<file path="src/rtl/bsd_pkg.sv">
`timescale 1ns/1ps
package bsd_pkg;
  localparam int NIB_W    = 4;
  localparam int N_DIGITS = 2;
  localparam logic [NIB_W-1:0] BUS_IDLE = '1;

  typedef enum logic [1:0] {PH_IDLE, PH_SETUP, PH_LOW, PH_HOLD} phase_t;

  // digit 0 (units) lives in the upper nibble, digit 1 (tenths) in the lower
  function automatic logic [NIB_W-1:0] digit_nibble(input logic [2*NIB_W-1:0] b,
                                                    input logic idx);
    return idx ? b[NIB_W-1:0] : b[2*NIB_W-1:NIB_W];
  endfunction

  // total busy cycles for one write: per digit setup + low + hold
  function automatic int busy_cycles(input int low_cycles);
    return N_DIGITS * (low_cycles + 2);
  endfunction
endpackage

</file>
<file path="src/rtl/bsd_low_timer.sv">
`timescale 1ns/1ps
module bsd_low_timer #(
  parameter int LOW_CYCLES = 3
) (
  input  logic clk,
  input  logic rst_n,
  input  logic run,
  output logic expire
);
  localparam int CW = (LOW_CYCLES > 1) ? $clog2(LOW_CYCLES) : 1;
  localparam logic [CW-1:0] LAST = CW'(LOW_CYCLES - 1);

  logic [CW-1:0] cnt_q;

  assign expire = run && (cnt_q == LAST);

  always_ff @(posedge clk or negedge rst_n) begin
    if (!rst_n)             cnt_q <= '0;
    else if (!run || expire) cnt_q <= '0;
    else                    cnt_q <= cnt_q + CW'(1);
  end
endmodule

</file>
<file path="src/rtl/bsd_seq.sv">
`timescale 1ns/1ps
module bsd_seq
  import bsd_pkg::*;
(
  input  logic                 clk,
  input  logic                 rst_n,
  input  logic                 wr_req,
  input  logic [2*NIB_W-1:0]   wr_byte,
  input  logic                 low_expire,
  output phase_t               phase,
  output logic                 digit_sel,
  output logic [2*NIB_W-1:0]   byte_q,
  output logic                 accept,
  output logic                 done
);
  localparam logic LAST_DIGIT = 1'(N_DIGITS - 1);

  assign accept = (phase == PH_IDLE) && wr_req;

  always_ff @(posedge clk or negedge rst_n) begin
    if (!rst_n) begin
      phase     <= PH_IDLE;
      digit_sel <= 1'b0;
      byte_q    <= '0;
      done      <= 1'b0;
    end else begin
      done <= 1'b0;
      unique case (phase)
        PH_IDLE: if (accept) begin
          byte_q    <= wr_byte;
          digit_sel <= 1'b0;
          phase     <= PH_SETUP;
        end
        PH_SETUP: phase <= PH_LOW;
        PH_LOW:   if (low_expire) phase <= PH_HOLD;
        PH_HOLD: begin
          if (digit_sel == LAST_DIGIT) begin
            phase <= PH_IDLE;
            done  <= 1'b1;
          end else begin
            digit_sel <= digit_sel + 1'b1;
            phase     <= PH_SETUP;
          end
        end
        default: phase <= PH_IDLE;
      endcase
    end
  end
endmodule

</file>
<file path="src/rtl/bsd_bus_drive.sv">
`timescale 1ns/1ps
module bsd_bus_drive
  import bsd_pkg::*;
(
  input  phase_t               phase,
  input  logic                 digit_sel,
  input  logic [2*NIB_W-1:0]   byte_q,
  output logic [NIB_W-1:0]     bus,
  output logic [N_DIGITS-1:0]  stb_n
);
  assign bus = (phase == PH_IDLE) ? BUS_IDLE : digit_nibble(byte_q, digit_sel);

  for (genvar i = 0; i < N_DIGITS; i++) begin : g_stb
    assign stb_n[i] = !((phase == PH_LOW) && (digit_sel == 1'(i)));
  end
endmodule

</file>
<file path="src/rtl/dual_digit_strobe.sv">
`timescale 1ns/1ps
module dual_digit_strobe
  import bsd_pkg::*;
#(
  parameter int STB_LOW_CYCLES = 3
) (
  input  logic       clk,
  input  logic       rst_n,
  input  logic       wr_req,
  input  logic [7:0] wr_byte,
  output logic [3:0] bus_nib,
  output logic       units_stb_n,
  output logic       tenths_stb_n,
  output logic       busy,
  output logic       done
);
  phase_t               phase_w;
  logic                 sel_w;
  logic [2*NIB_W-1:0]   byte_w;
  logic                 accept_w;
  logic                 low_expire_w;
  logic                 low_run_w;
  logic [N_DIGITS-1:0]  stb_n_w;

  assign low_run_w = (phase_w == PH_LOW);

  bsd_low_timer #(.LOW_CYCLES(STB_LOW_CYCLES)) u_timer (
    .clk(clk), .rst_n(rst_n), .run(low_run_w), .expire(low_expire_w)
  );

  bsd_seq u_seq (
    .clk(clk), .rst_n(rst_n), .wr_req(wr_req), .wr_byte(wr_byte),
    .low_expire(low_expire_w), .phase(phase_w), .digit_sel(sel_w),
    .byte_q(byte_w), .accept(accept_w), .done(done)
  );

  bsd_bus_drive u_drive (
    .phase(phase_w), .digit_sel(sel_w), .byte_q(byte_w),
    .bus(bus_nib), .stb_n(stb_n_w)
  );

  assign units_stb_n  = stb_n_w[0];
  assign tenths_stb_n = stb_n_w[1];
  assign busy         = (phase_w != PH_IDLE);
endmodule

</file>
<file path="config.mk">
export PLATFORM = sky130hd
export DESIGN_NAME = dual_digit_strobe
export DESIGN_NICKNAME = d
export VERILOG_FILES = /design/src/rtl/bsd_pkg.sv /design/src/rtl/bsd_low_timer.sv /design/src/rtl/bsd_seq.sv /design/src/rtl/bsd_bus_drive.sv /design/src/rtl/dual_digit_strobe.sv
export SDC_FILE = /design/constraint.sdc
export NUM_CORES = 1
export LEC_CHECK = 0
export BUFFER_PORTS_ARGS = -buffer_cell sky130_fd_sc_hd__buf_2
export CAP_MARGIN = 20
export CORE_MARGIN = 2
export CORE_UTILIZATION = 45
export CTS_BUF_LIST = sky130_fd_sc_hd__clkbuf_16
export DETAILED_ROUTE_END_ITERATION = 8
export PLACE_DENSITY = 0.7
export SLEW_MARGIN = 20
export SYNTH_ARGS = -nofsm -noshare
export SYNTH_HDL_FRONTEND = slang
export SYNTH_HIERARCHICAL = 1
export SYNTH_SLANG_ARGS = --single-unit
</file>
<file path="constraint.sdc">
create_clock -name clk -period 1.8 [get_ports clk]
set_input_delay 0.36 -clock clk [delete_from_list [all_inputs] [get_ports clk]]
set_output_delay 0.36 -clock clk [all_outputs]
set_load 0.03 [all_outputs]
</file>
Yosys cells after proc, flatten, opt, wreduce, memory -nomap -nowiden
Index checks and enable logic that the tools add are counted.
{ "op_classes": {"add_sub_neg": 2, "muxes": 12, "bitwise": 1, "n_eq_ne": 6, "n_mul": 0, "n_reduce_logical": 14, "order_cmp": 0, "shift": 0, "n_div": 0} }
{ "op_table": {"columns": ["operator", "count"], "rows": [
  ["$mux W4", 2],
  ["$pmux W2 S4", 1],
  ["$eq A2 B2 Y1 const B", 3],
  ["$mux W2", 3],
  ["$reduce_and A2 Y1", 3],
  ["$mux W1", 5],
  ["$logic_and A1 B1 Y1", 4],
  ["$ne A2 B2 Y1 const B", 2],
  ["$reduce_bool A2 Y1", 2],
  ["$logic_not A1 Y1", 3],
  ["$add A2 B1 Y2 const B", 1],
  ["$eq A2 B1 Y1 const B", 1],
  ["$logic_not A2 Y1", 1],
  ["$pmux W1 S2", 1],
  ["$add A1 B1 Y1 const B", 1],
  ["$logic_or A1 B1 Y1", 1],
  ["$not A1 Y1", 1]
]} }
{ "totals": {"latch_bits": 0, "rom_bits": 0, "inputBits": 11, "word_cells": 40, "ff_bits": 14, "output_inout_bits": 8, "mem_count": 0, "mem_bits_rw": 0} }

Logic depth before layout (Yosys ltp)
Gate-level depths: netlist of run 1.
{ "logic_depth": {"ltp_word": 4, "mapped_depth": 6, "depth_no_buf": 6} }

Cells and area by module
The synthesis of run 1 kept the hierarchy.
{ "by_module_without_submodules": {"columns": ["mod", "n_inst", "cells_per_inst", "seq_area_each_um2", "area_per_inst_um2"], "rows": [
  ["bsd_seq", 1, 40, 300.3, 536.8],
  ["bsd_low_timer", 1, 7, 50.0, 97.6],
  ["bsd_bus_drive", 1, 11, 0.0, 87.6],
  ["dual_digit_strobe", 1, 2, 0.0, 12.5]
]} }

Worst setup path before layout of run 1
Ideal clock, no wire load.
{ "synth_path": {"kind": "flip-flop to flip-flop", "startpoint": "reg u_seq.phase[0]", "endpoint": "reg u_seq.phase[1]", "synth_period_minus_slack_ns": 1.545, "setup_time_ns": 0.128, "slack_ns": 0.255, "arrival_ns": 1.418, "n_path_buf": 0, "required_time_ns": 1.672, "stages_incl_launch_ff": 6, "path_cell_list": "dfrtp_1 -> inv_1 -> ha_1 -> nor2b_1 -> or2_1 -> mux2_1"} }
{ "synth_between": {"elab_chain_cells": 4, "elab_cells_between_ends": 10, "classes_between": "eq/ne (5); mux (1); reduce/logical (4)"} }
{ "synth_rtl": {"columns": ["item", "line_no", "source"], "rows": [
  ["from (decl)", "bsd_seq.sv:10", "output phase_t phase,"],
  ["from (signal assigned)", "bsd_seq.sv:22", "phase <= PH_IDLE;"],
  ["from (signal assigned)", "bsd_seq.sv:32", "phase <= PH_SETUP;"],
  ["from (signal assigned)", "bsd_seq.sv:34", "PH_SETUP: phase <= PH_LOW;"],
  ["$eq A2 B2 Y1 or $logic_not A2 Y1 (tied branches)", "bsd_seq.sv:28, dual_digit_strobe.sv:25, bsd_seq.sv:18", null],
  ["$logic_and A1 B1 Y1, on equally long branches", "bsd_low_timer.sv:15, bsd_seq.sv:18", null],
  ["$ne A2 B2 Y1 (no line)", null, null],
  ["$reduce_and A2 Y1 (no line)", null, null]
]} }
Several ways; a longest one is shown, not always the timed one.
A chain may end at the register's enable or synchronous reset.

Worst setup path after layout of run 1
{ "layout_path": {"startpoint": "reg u_seq.phase[1]", "endpoint": "out units_stb_n"} }
{ "layout_between": {"elab_chain_cells": 3} }
{ "layout_rtl": {"columns": ["item", "line_no", "source"], "rows": [
  ["$eq A2 B2 Y1", "bsd_bus_drive.sv:14", "assign stb_n[i] = !((phase == PH_LOW) && (digit_sel == 1'(i)));"],
  ["$logic_and A1 B1 Y1", "bsd_bus_drive.sv:14", null],
  ["$logic_not A1 Y1", "bsd_bus_drive.sv:14", null],
  ["to (decl)", "dual_digit_strobe.sv:12", "output logic units_stb_n,"]
]} }
No other way between the ends.

==> impl_metrics.env, run 1 <==
export IMPL_outcome="finished clean"
export IMPL_startpoint_type="flop"
export IMPL_finalPower_mw=1.94
export IMPL_die_x_um=44.3
export IMPL_cpMaxStageDelayCell="dfrtp_1"
export IMPL_cts_sinks=14
export IMPL_fmax_ghz=0.582
export IMPL_htreeDepth=1
export IMPL_cts_tree="done"
export IMPL_grt_use_total=0.145
export IMPL_yosysWarnings=6
export IMPL_final_cell_mix="buf_2, dfrtp_1, mux2_2"
export IMPL_nets=99
export IMPL_worstSetupPathType="flop to output pin"
export IMPL_gp_congestion=0.729
export IMPL_multi_input_area_um2=358
export IMPL_fillerInstances=128
export IMPL_ctsResizeCount=0
export IMPL_max_stage_delay_ns=0.42
export IMPL_crit_chain="buf_4, or3b_1, buf_2"
export IMPL_pre_cts_slack_ns=0.262
export IMPL_finalHoldViolCount=0
export IMPL_min_period_over_period=0.954
export IMPL_layoutNonFillerInstCount=97
export IMPL_worst_slack_ns=0.0827
export IMPL_finalSetupViolCount=0
export IMPL_grt_pass1_wl_um=2050
export IMPL_layout_commonest_cell="buf_2"
export IMPL_tightestPinTransition_ns=0.391
export IMPL_wl_met1_um=579
export IMPL_vias=497
export IMPL_holdBufCountCts=0
export IMPL_drt_iter0_markers=3
export IMPL_vdd_ir_drop_max_mv=1.38
export IMPL_grt_pass1_vias=492
export IMPL_io_pins=19
export IMPL_holdWs_ns=0.00916
export IMPL_cts_made_buffers=3
export IMPL_path_clk_slew_ns=0.04
export IMPL_syn_inst=59
export IMPL_clockBufferDepth=2
export IMPL_core_area_um2=1510
export IMPL_clock_latency_ns=0.24
export IMPL_syn_nets=75
export IMPL_place_area_um2=845
export IMPL_hp_class="input pin to async pin"
export IMPL_drive_gt1_frac=0.407
export IMPL_regArea_um2=350
export IMPL_p_leak_nw=0.449
export IMPL_dr_pass1_iters=4
export IMPL_port_buffers=18
export IMPL_postRouteAntennaNets=0
export IMPL_cp_arrival_ns=1.36
export IMPL_crit_family="flip-flops"
export IMPL_cellPowerDensity_nw_per_um2=2110
export IMPL_rsz0062_at_grt="false"
export IMPL_dr_wl_met3_um=75
export IMPL_viasPerCell=5.12
export IMPL_antenna_found_initial=0
export IMPL_cap_violations=0
export IMPL_grt_overflow=0
export IMPL_required_ns=1.44
export IMPL_dp_hpwl_um=921
export IMPL_dp_cells=94
export IMPL_fin_setup_tns_ns=0
export IMPL_highest_layer="met3"
export IMPL_path_max_fanout=8
export IMPL_postCtsSetupBuffers=0
export IMPL_fin_crit_ns=1.72
export IMPL_rows=14
export IMPL_die_height_um=44.3
export IMPL_start_util=0.485
export IMPL_grt_max_degree=15
export IMPL_wl_per_cell_um=12.7
export IMPL_route_met2_wl_um=580
export IMPL_drt_total_wl_um=1240
export IMPL_finish_utilization=0.610
export IMPL_synth_avg_cell_area_um2=12.4
export IMPL_clockRootBuffer="clkbuf_16"
export IMPL_worstSetupEndpointType="output pin"
export IMPL_relSlewSlack=0.739
export IMPL_skew_ns=0.00455
export IMPL_dieArea_um2=1960
export IMPL_drv_slew=0
export IMPL_critPathBufInv=2
export IMPL_area_growth_synth_to_final_pct=25.9
export IMPL_num_antenna_cells=0
export IMPL_synth_area_um2=731
export IMPL_final_area_um2=920
export IMPL_drc=0
==> worst register-to-register path: cells and delay by family (launching register included) <==
family | cells | cell delay (ns)
buffers and inverters | 1 | 0.10
AND/OR/NAND/NOR | 2 | 0.38
flip-flops | 1 | 0.42
adder cells (fa/ha/maj) | 1 | 0.21
multiplexers | 1 | 0.31
==> registers in the layout (all words and copies together), names as in the netlist <==
signal and cells:
u_seq/byte_q 8, u_seq/digit_sel 1, u_seq/done 1, u_seq/phase 2, u_timer/cnt_q 2
==> final timing paths <==
| kind | from | to | slack (ns) | cells after the start |
|---|---|---|---|---|
| min in group clk | wr_byte[2] | u_seq/byte_q[2] | 0.35 | 2 |
| worst max register to register | u_seq/phase[1] | u_seq/phase[1] | 0.25 | 5 |
| worst min register to register | u_timer/cnt_q[0] | u_timer/cnt_q[0] | 0.44 | 1 |
| max in group asynchronous | rst_n | u_timer/cnt_q[1] | 1.55 | 1 |
| worst max-delay path | u_seq/phase[1] | units_stb_n | 0.08 | 3 |
| worst min-delay path | rst_n | u_seq/done | 0.009 | 1 |
==> area by class of cell <==
cell class,count,area share
Clock buffer,3,0.0816
Timing Repair Buffer,20,0.114
Sequential cell,14,0.381
Tap cell,16,0.0218
Inverter,3,0.0122
Multi-Input combinational cell,41,0.389
==> power breakdown <==
group | switching (mW) | internal (mW)
Clock | 0.110 | 0.289
Combinational | 0.541 | 0.413
Sequential | 0.120 | 0.469
Total | 0.772 | 1.17
==> routing by layer <==
| metal | track usage | vias to the layer above |
|---|---|---|
| li1 | - | 251 |
| met1 | 0.171 | 232 |
| met2 | 0.244 | 14 |
| met3 | 0.0612 | 0 |
| met4 | 0.0364 | 0 |
| met5 | 0 | - |
(Power assumes the default switching activity.)
==> inputs of run 2 (changes only) <==
Clock period 1.8 ns to 1.9 ns, I/O delays scaled along.
==> impl_metrics.env, run 2 (same netlist as run 1, synthesis figures left out) <==
export IMPL_outcome="finished clean"
export IMPL_clock_latency_ns=0.24
export IMPL_vdd_ir_drop_max_mv=1.25
export IMPL_cp_arrival_ns=1.36
export IMPL_holdWs_ns=0.0242
export IMPL_grt_max_degree=15
export IMPL_holdBufCountCts=0
export IMPL_min_period_over_period=0.918
export IMPL_cts_made_buffers=3
export IMPL_drv_slew=0
export IMPL_die_x_um=44.3
export IMPL_rows=14
export IMPL_startpoint_type="flop"
export IMPL_cap_violations=0
export IMPL_largest_reg_flops=8
export IMPL_postRouteAntennaNets=0
export IMPL_fmax_ghz=0.573
export IMPL_fin_crit_ns=1.74
export IMPL_grt_use_total=0.171
export IMPL_cts_sinks=14
export IMPL_layout_commonest_cell="buf_2"
export IMPL_multi_input_area_um2=358
export IMPL_wl_per_cell_um=13.7
export IMPL_regArea_um2=350
export IMPL_finalSetupViolCount=0
export IMPL_timing_rr_end="u_seq/phase[1]"
export IMPL_final_area_um2=905
export IMPL_swShare=0.402
export IMPL_max_stage_delay_ns=0.59
export IMPL_clkPwrFrac=0.215
export IMPL_nets=97
export IMPL_dp_hpwl_um=904
export IMPL_p_sw_uw=729
export IMPL_top_register="u_seq/byte_q"
export IMPL_postCtsSetupBuffers=0
export IMPL_critPathLaunch="u_seq/digit_sel"
export IMPL_path_clk_slew_ns=0.04
export IMPL_relSlewSlack=0.722
export IMPL_grt_pass1_vias=509
export IMPL_clockRootBuffer="clkbuf_16"
export IMPL_gp_congestion=0.724
export IMPL_required_ns=1.52
export IMPL_worstSetupEndpointType="output pin"
export IMPL_tightestPinTransition_ns=0.418
export IMPL_rsz0062_at_grt="false"
export IMPL_htreeDepth=1
export IMPL_num_antenna_cells=0
export IMPL_cts_tree="done"
export IMPL_largestRegisters="u_seq/byte_q: 8 flops, u_seq/phase: 2 flops, u_timer/cnt_q: 2 flops"
export IMPL_hp_class="input pin to async pin"
export IMPL_place_area_um2=830
export IMPL_viasPerCell=5.39
export IMPL_die_height_um=44.3
export IMPL_final_cell_mix="buf_2, dfrtp_1, mux2_2"
export IMPL_clockBufferDepth=2
export IMPL_cpMaxStageDelayCell="dfrtp_1"
export IMPL_rr_startpoint="u_seq/phase[0]"
export IMPL_worstSetupPathType="flop to output pin"
export IMPL_vias=512
export IMPL_path_max_fanout=10
export IMPL_drt_total_wl_um=1300
export IMPL_grt_overflow=0
export IMPL_dieArea_um2=1960
export IMPL_p_leak_nw=0.440
export IMPL_fillerInstances=132
export IMPL_drive_gt1_frac=0.392
export IMPL_crit_chain="mux2i_1, o21ai_0, buf_2"
export IMPL_reg2reg_depth=5
export IMPL_cellPowerDensity_nw_per_um2=2000
export IMPL_start_util=0.485
export IMPL_grt_pass1_wl_um=2260
export IMPL_finalHoldViolCount=0
export IMPL_antenna_found_initial=0
export IMPL_power_frac_comb=0.457
export IMPL_area_growth_synth_to_final_pct=23.8
export IMPL_internal_power_mw=1.08
export IMPL_seq_power_share=0.328
export IMPL_fin_setup_tns_ns=0
export IMPL_drt_iter0_markers=3
export IMPL_core_area_um2=1510
export IMPL_io_pins=19
export IMPL_cp_endpoint="bus_nib[0]"
export IMPL_ctsResizeCount=0
export IMPL_port_buffers=18
export IMPL_reg2reg_slack_ns=0.19
export IMPL_skew_ns=0.00195
export IMPL_drc=0
export IMPL_dr_pass1_iters=2
run 2: cell count changes in the layout (fill, tap and decap cells not counted):
cell / before / now
buf_4: 2 / 0
run 2: how the worst min path moves through the flow:
stage	slack (ns)	to	startpoint	cells past startpoint
final	0.02	u_seq/done	rst_n	1
after global routing	0.06	u_seq/done	rst_n	1
after floorplan	0.08	u_seq/byte_q[0]	rst_n	0
after CTS	0.04	u_seq/done	rst_n	1
after detailed placement	0.30	u_seq/done	rst_n	1
after global placement	0.30	u_seq/done	rst_n	1
run 2: power groups by stage:
stage          sequential, mW  clock (mW)  combinational [mW]
6_report                0.594       0.389               0.830
5_1_grt                 0.617       0.416               0.910
4_1_cts                 0.599       0.405               0.841
3_5_place_dp            0.603           0               0.836
3_3_place_gp            0.590           0               0.825
2_1_floorplan           0.554           0               0.680
run 2: layer usage:
metal | share of wire | wire, um | vias up | global-route usage
li1 | - | - | 245 | -
met1 | 0.45 | 579 | 247 | 0.202
met2 | 0.44 | 573 | 15 | 0.232
met3 | 0.069 | 90 | 5 | 0.0776
met4 | 0.041 | 53 | 0 | 0.145
met5 | 0 | 0 | - | 0
run 2: area by class of cell:
cell class	instances	share of cell area
Clock buffer	3	0.0830
Multi-Input combinational cell	41	0.396
Tap cell	16	0.0221
Inverter	3	0.0124
Sequential cell	14	0.387
Timing Repair Buffer	18	0.0996
run 2: worst max-delay path, delay by kind of cell (launching register included):
family / cells / cell delay, ns
AOI/OAI and AO/OA: 1 / 0.10
buffers and inverters: 1 / 0.19
DFF: 1 / 0.59
muxes: 1 / 0.24
run 2: stage by stage:
stage | total power [mW] | setup WS (ns) | util | instances
2_1_floorplan | 1.23 | 0.352 | - | 59
3_3_place_gp | 1.42 | 0.259 | 0.551 | 92
3_5_place_dp | 1.44 | 0.194 | 0.551 | 92
4_1_cts | 1.85 | 0.139 | 0.600 | 95
5_1_grt | 1.94 | 0.0768 | 0.600 | 95
6_report | 1.81 | 0.156 | 0.600 | 95
==> inputs of run 3 (changes only) <==
Settings changed: CTS_BUF_LIST sky130_fd_sc_hd__clkbuf_16 to unset.
==> impl_metrics.env, run 3 (same netlist as run 1, synthesis figures left out) <==
export IMPL_outcome="finished clean"
export IMPL_required_ns=1.52
export IMPL_cts_tree="done"
export IMPL_fmax_ghz=0.563
export IMPL_vias=509
export IMPL_die_x_um=44.3
export IMPL_dr_pass1_iters=2
export IMPL_core_area_um2=1510
export IMPL_layout_commonest_cell="buf_2"
export IMPL_holdBufCountCts=1
export IMPL_finalSetupViolCount=0
export IMPL_vdd_ir_drop_max_mv=0.980
export IMPL_clockBufferDepth=2
export IMPL_cpMaxStageDelayCell="dfrtp_1"
export IMPL_max_stage_delay_ns=0.56
export IMPL_rows=14
export IMPL_min_period_over_period=0.935
export IMPL_largest_reg_flops=8
export IMPL_rr_startpoint="u_seq/phase[0]"
export IMPL_drt_total_wl_um=1250
export IMPL_grt_pass1_wl_um=2200
export IMPL_hp_class="input pin to flop"
export IMPL_gp_congestion=0.724
export IMPL_grt_max_degree=15
export IMPL_worstSetupEndpointType="output pin"
export IMPL_area_growth_synth_to_final_pct=18.0
export IMPL_nets=98
export IMPL_htreeDepth=1
export IMPL_num_antenna_cells=0
export IMPL_finalHoldViolCount=0
export IMPL_antenna_found_initial=0
export IMPL_wl_per_cell_um=13.0
export IMPL_start_util=0.485
export IMPL_grt_overflow=0
export IMPL_cts_made_buffers=3
export IMPL_viasPerCell=5.30
export IMPL_path_clk_slew_ns=0.08
export IMPL_hold_start="wr_byte[2]"
export IMPL_drc=0
export IMPL_worstSetupPathType="flop to output pin"
export IMPL_finalPower_mw=1.58
export IMPL_io_pins=19
export IMPL_reg2reg_slack_ns=0.19
export IMPL_grt_pass1_vias=516
export IMPL_rsz0062_at_grt="false"
export IMPL_drive_gt1_frac=0.388
export IMPL_critPathLaunch="u_seq/phase[1]"
export IMPL_tightestPinTransition_ns=0.404
export IMPL_postRouteAntennaNets=0
export IMPL_clock_latency_ns=0.27
export IMPL_ctsResizeCount=0
export IMPL_top_register="u_seq/byte_q"
export IMPL_final_cell_mix="buf_2, dfrtp_1, mux2_2"
export IMPL_dp_hpwl_um=904
export IMPL_dieArea_um2=1960
export IMPL_clockRootBuffer="clkbuf_4"
export IMPL_startpoint_type="flop"
export IMPL_cap_violations=0
export IMPL_cts_sinks=14
export IMPL_cellPowerDensity_nw_per_um2=1840
export IMPL_fin_setup_tns_ns=0
export IMPL_crit_chain="or3b_1, buf_2"
export IMPL_port_buffers=18
export IMPL_path_max_fanout=13
export IMPL_relSlewSlack=0.731
export IMPL_fin_crit_ns=1.78
export IMPL_grt_use_total=0.154
export IMPL_cp_arrival_ns=1.40
export IMPL_p_leak_nw=0.421
export IMPL_die_height_um=44.3
export IMPL_postCtsSetupBuffers=0
export IMPL_drt_iter0_markers=8
export IMPL_drv_slew=0
export IMPL_largestRegisters="u_seq/byte_q: 8 flops, u_seq/phase: 2 flops, u_timer/cnt_q: 2 flops"
export IMPL_skew_ns=0.00462
## run 3: cell count changes in the layout (fill, tap and decap cells not counted), sizes merged
cell | before | now
dlygate4sd3 | 0 | 1
## run 3: power by group
| group | leakage (nW) | switching, mW | internal (mW) |
|---|---|---|---|
| sequential | 0.170 | 0.150 | 0.442 |
| combinational | 0.237 | 0.464 | 0.367 |
| clock | 0.0138 | 0.0869 | 0.0734 |
## run 3: routing by layer
| layer | track usage | vias to the layer above | wire length (um) | part of all wire |
|---|---|---|---|---|
| met3 | 0.0653 | 3 | 78 | 0.062 |
| li1 | - | 248 | - | - |
| met5 | 0 | - | 0 | 0 |
| met4 | 0.0545 | 0 | 7 | 0.0056 |
| met1 | 0.196 | 243 | 574 | 0.46 |
| met2 | 0.235 | 15 | 589 | 0.47 |
## run 3: final timing paths
check	endpoint	depth (start not counted)
max	units_stb_n	2
min	u_seq/byte_q[2]	2
max reg2reg	u_seq/phase[1]	5
min reg2reg	u_timer/cnt_q[0]	1
max in group asynchronous	u_seq/byte_q[5]	2
min in group asynchronous	u_seq/done	2
## run 3: critical path, delay by kind of cell (launching register included)
| family | cells | cell delay (ns) |
|---|---|---|
| flops | 1 | 0.56 |
| buf+inv | 1 | 0.18 |
| simple gates | 1 | 0.38 |
## run 3: area by class of cell
| type | count | area (um2) |
|---|---|---|
| Fill cell | 137 | 644 |
| Multi-Input combinational cell | 41 | 358 |
| Sequential cell | 14 | 350 |
| Timing Repair Buffer | 19 | 100 |
| Clock buffer | 3 | 22.5 |
| Tap cell | 16 | 20.0 |
| Inverter | 3 | 11.3 |
## run 3: through the flow
step	cell area (um2)	std cells	setup WS [ns]	hold slack (ns)	util
CTS	862	96	0.0887	0.322	0.572
detailed placement	830	92	0.194	0.296	0.551
global placement	830	92	0.259	0.295	0.551
finish	862	96	0.124	0.330	0.572
floorplan	731	59	0.352	0.0844	-
global route	862	96	0.0448	0.315	0.572
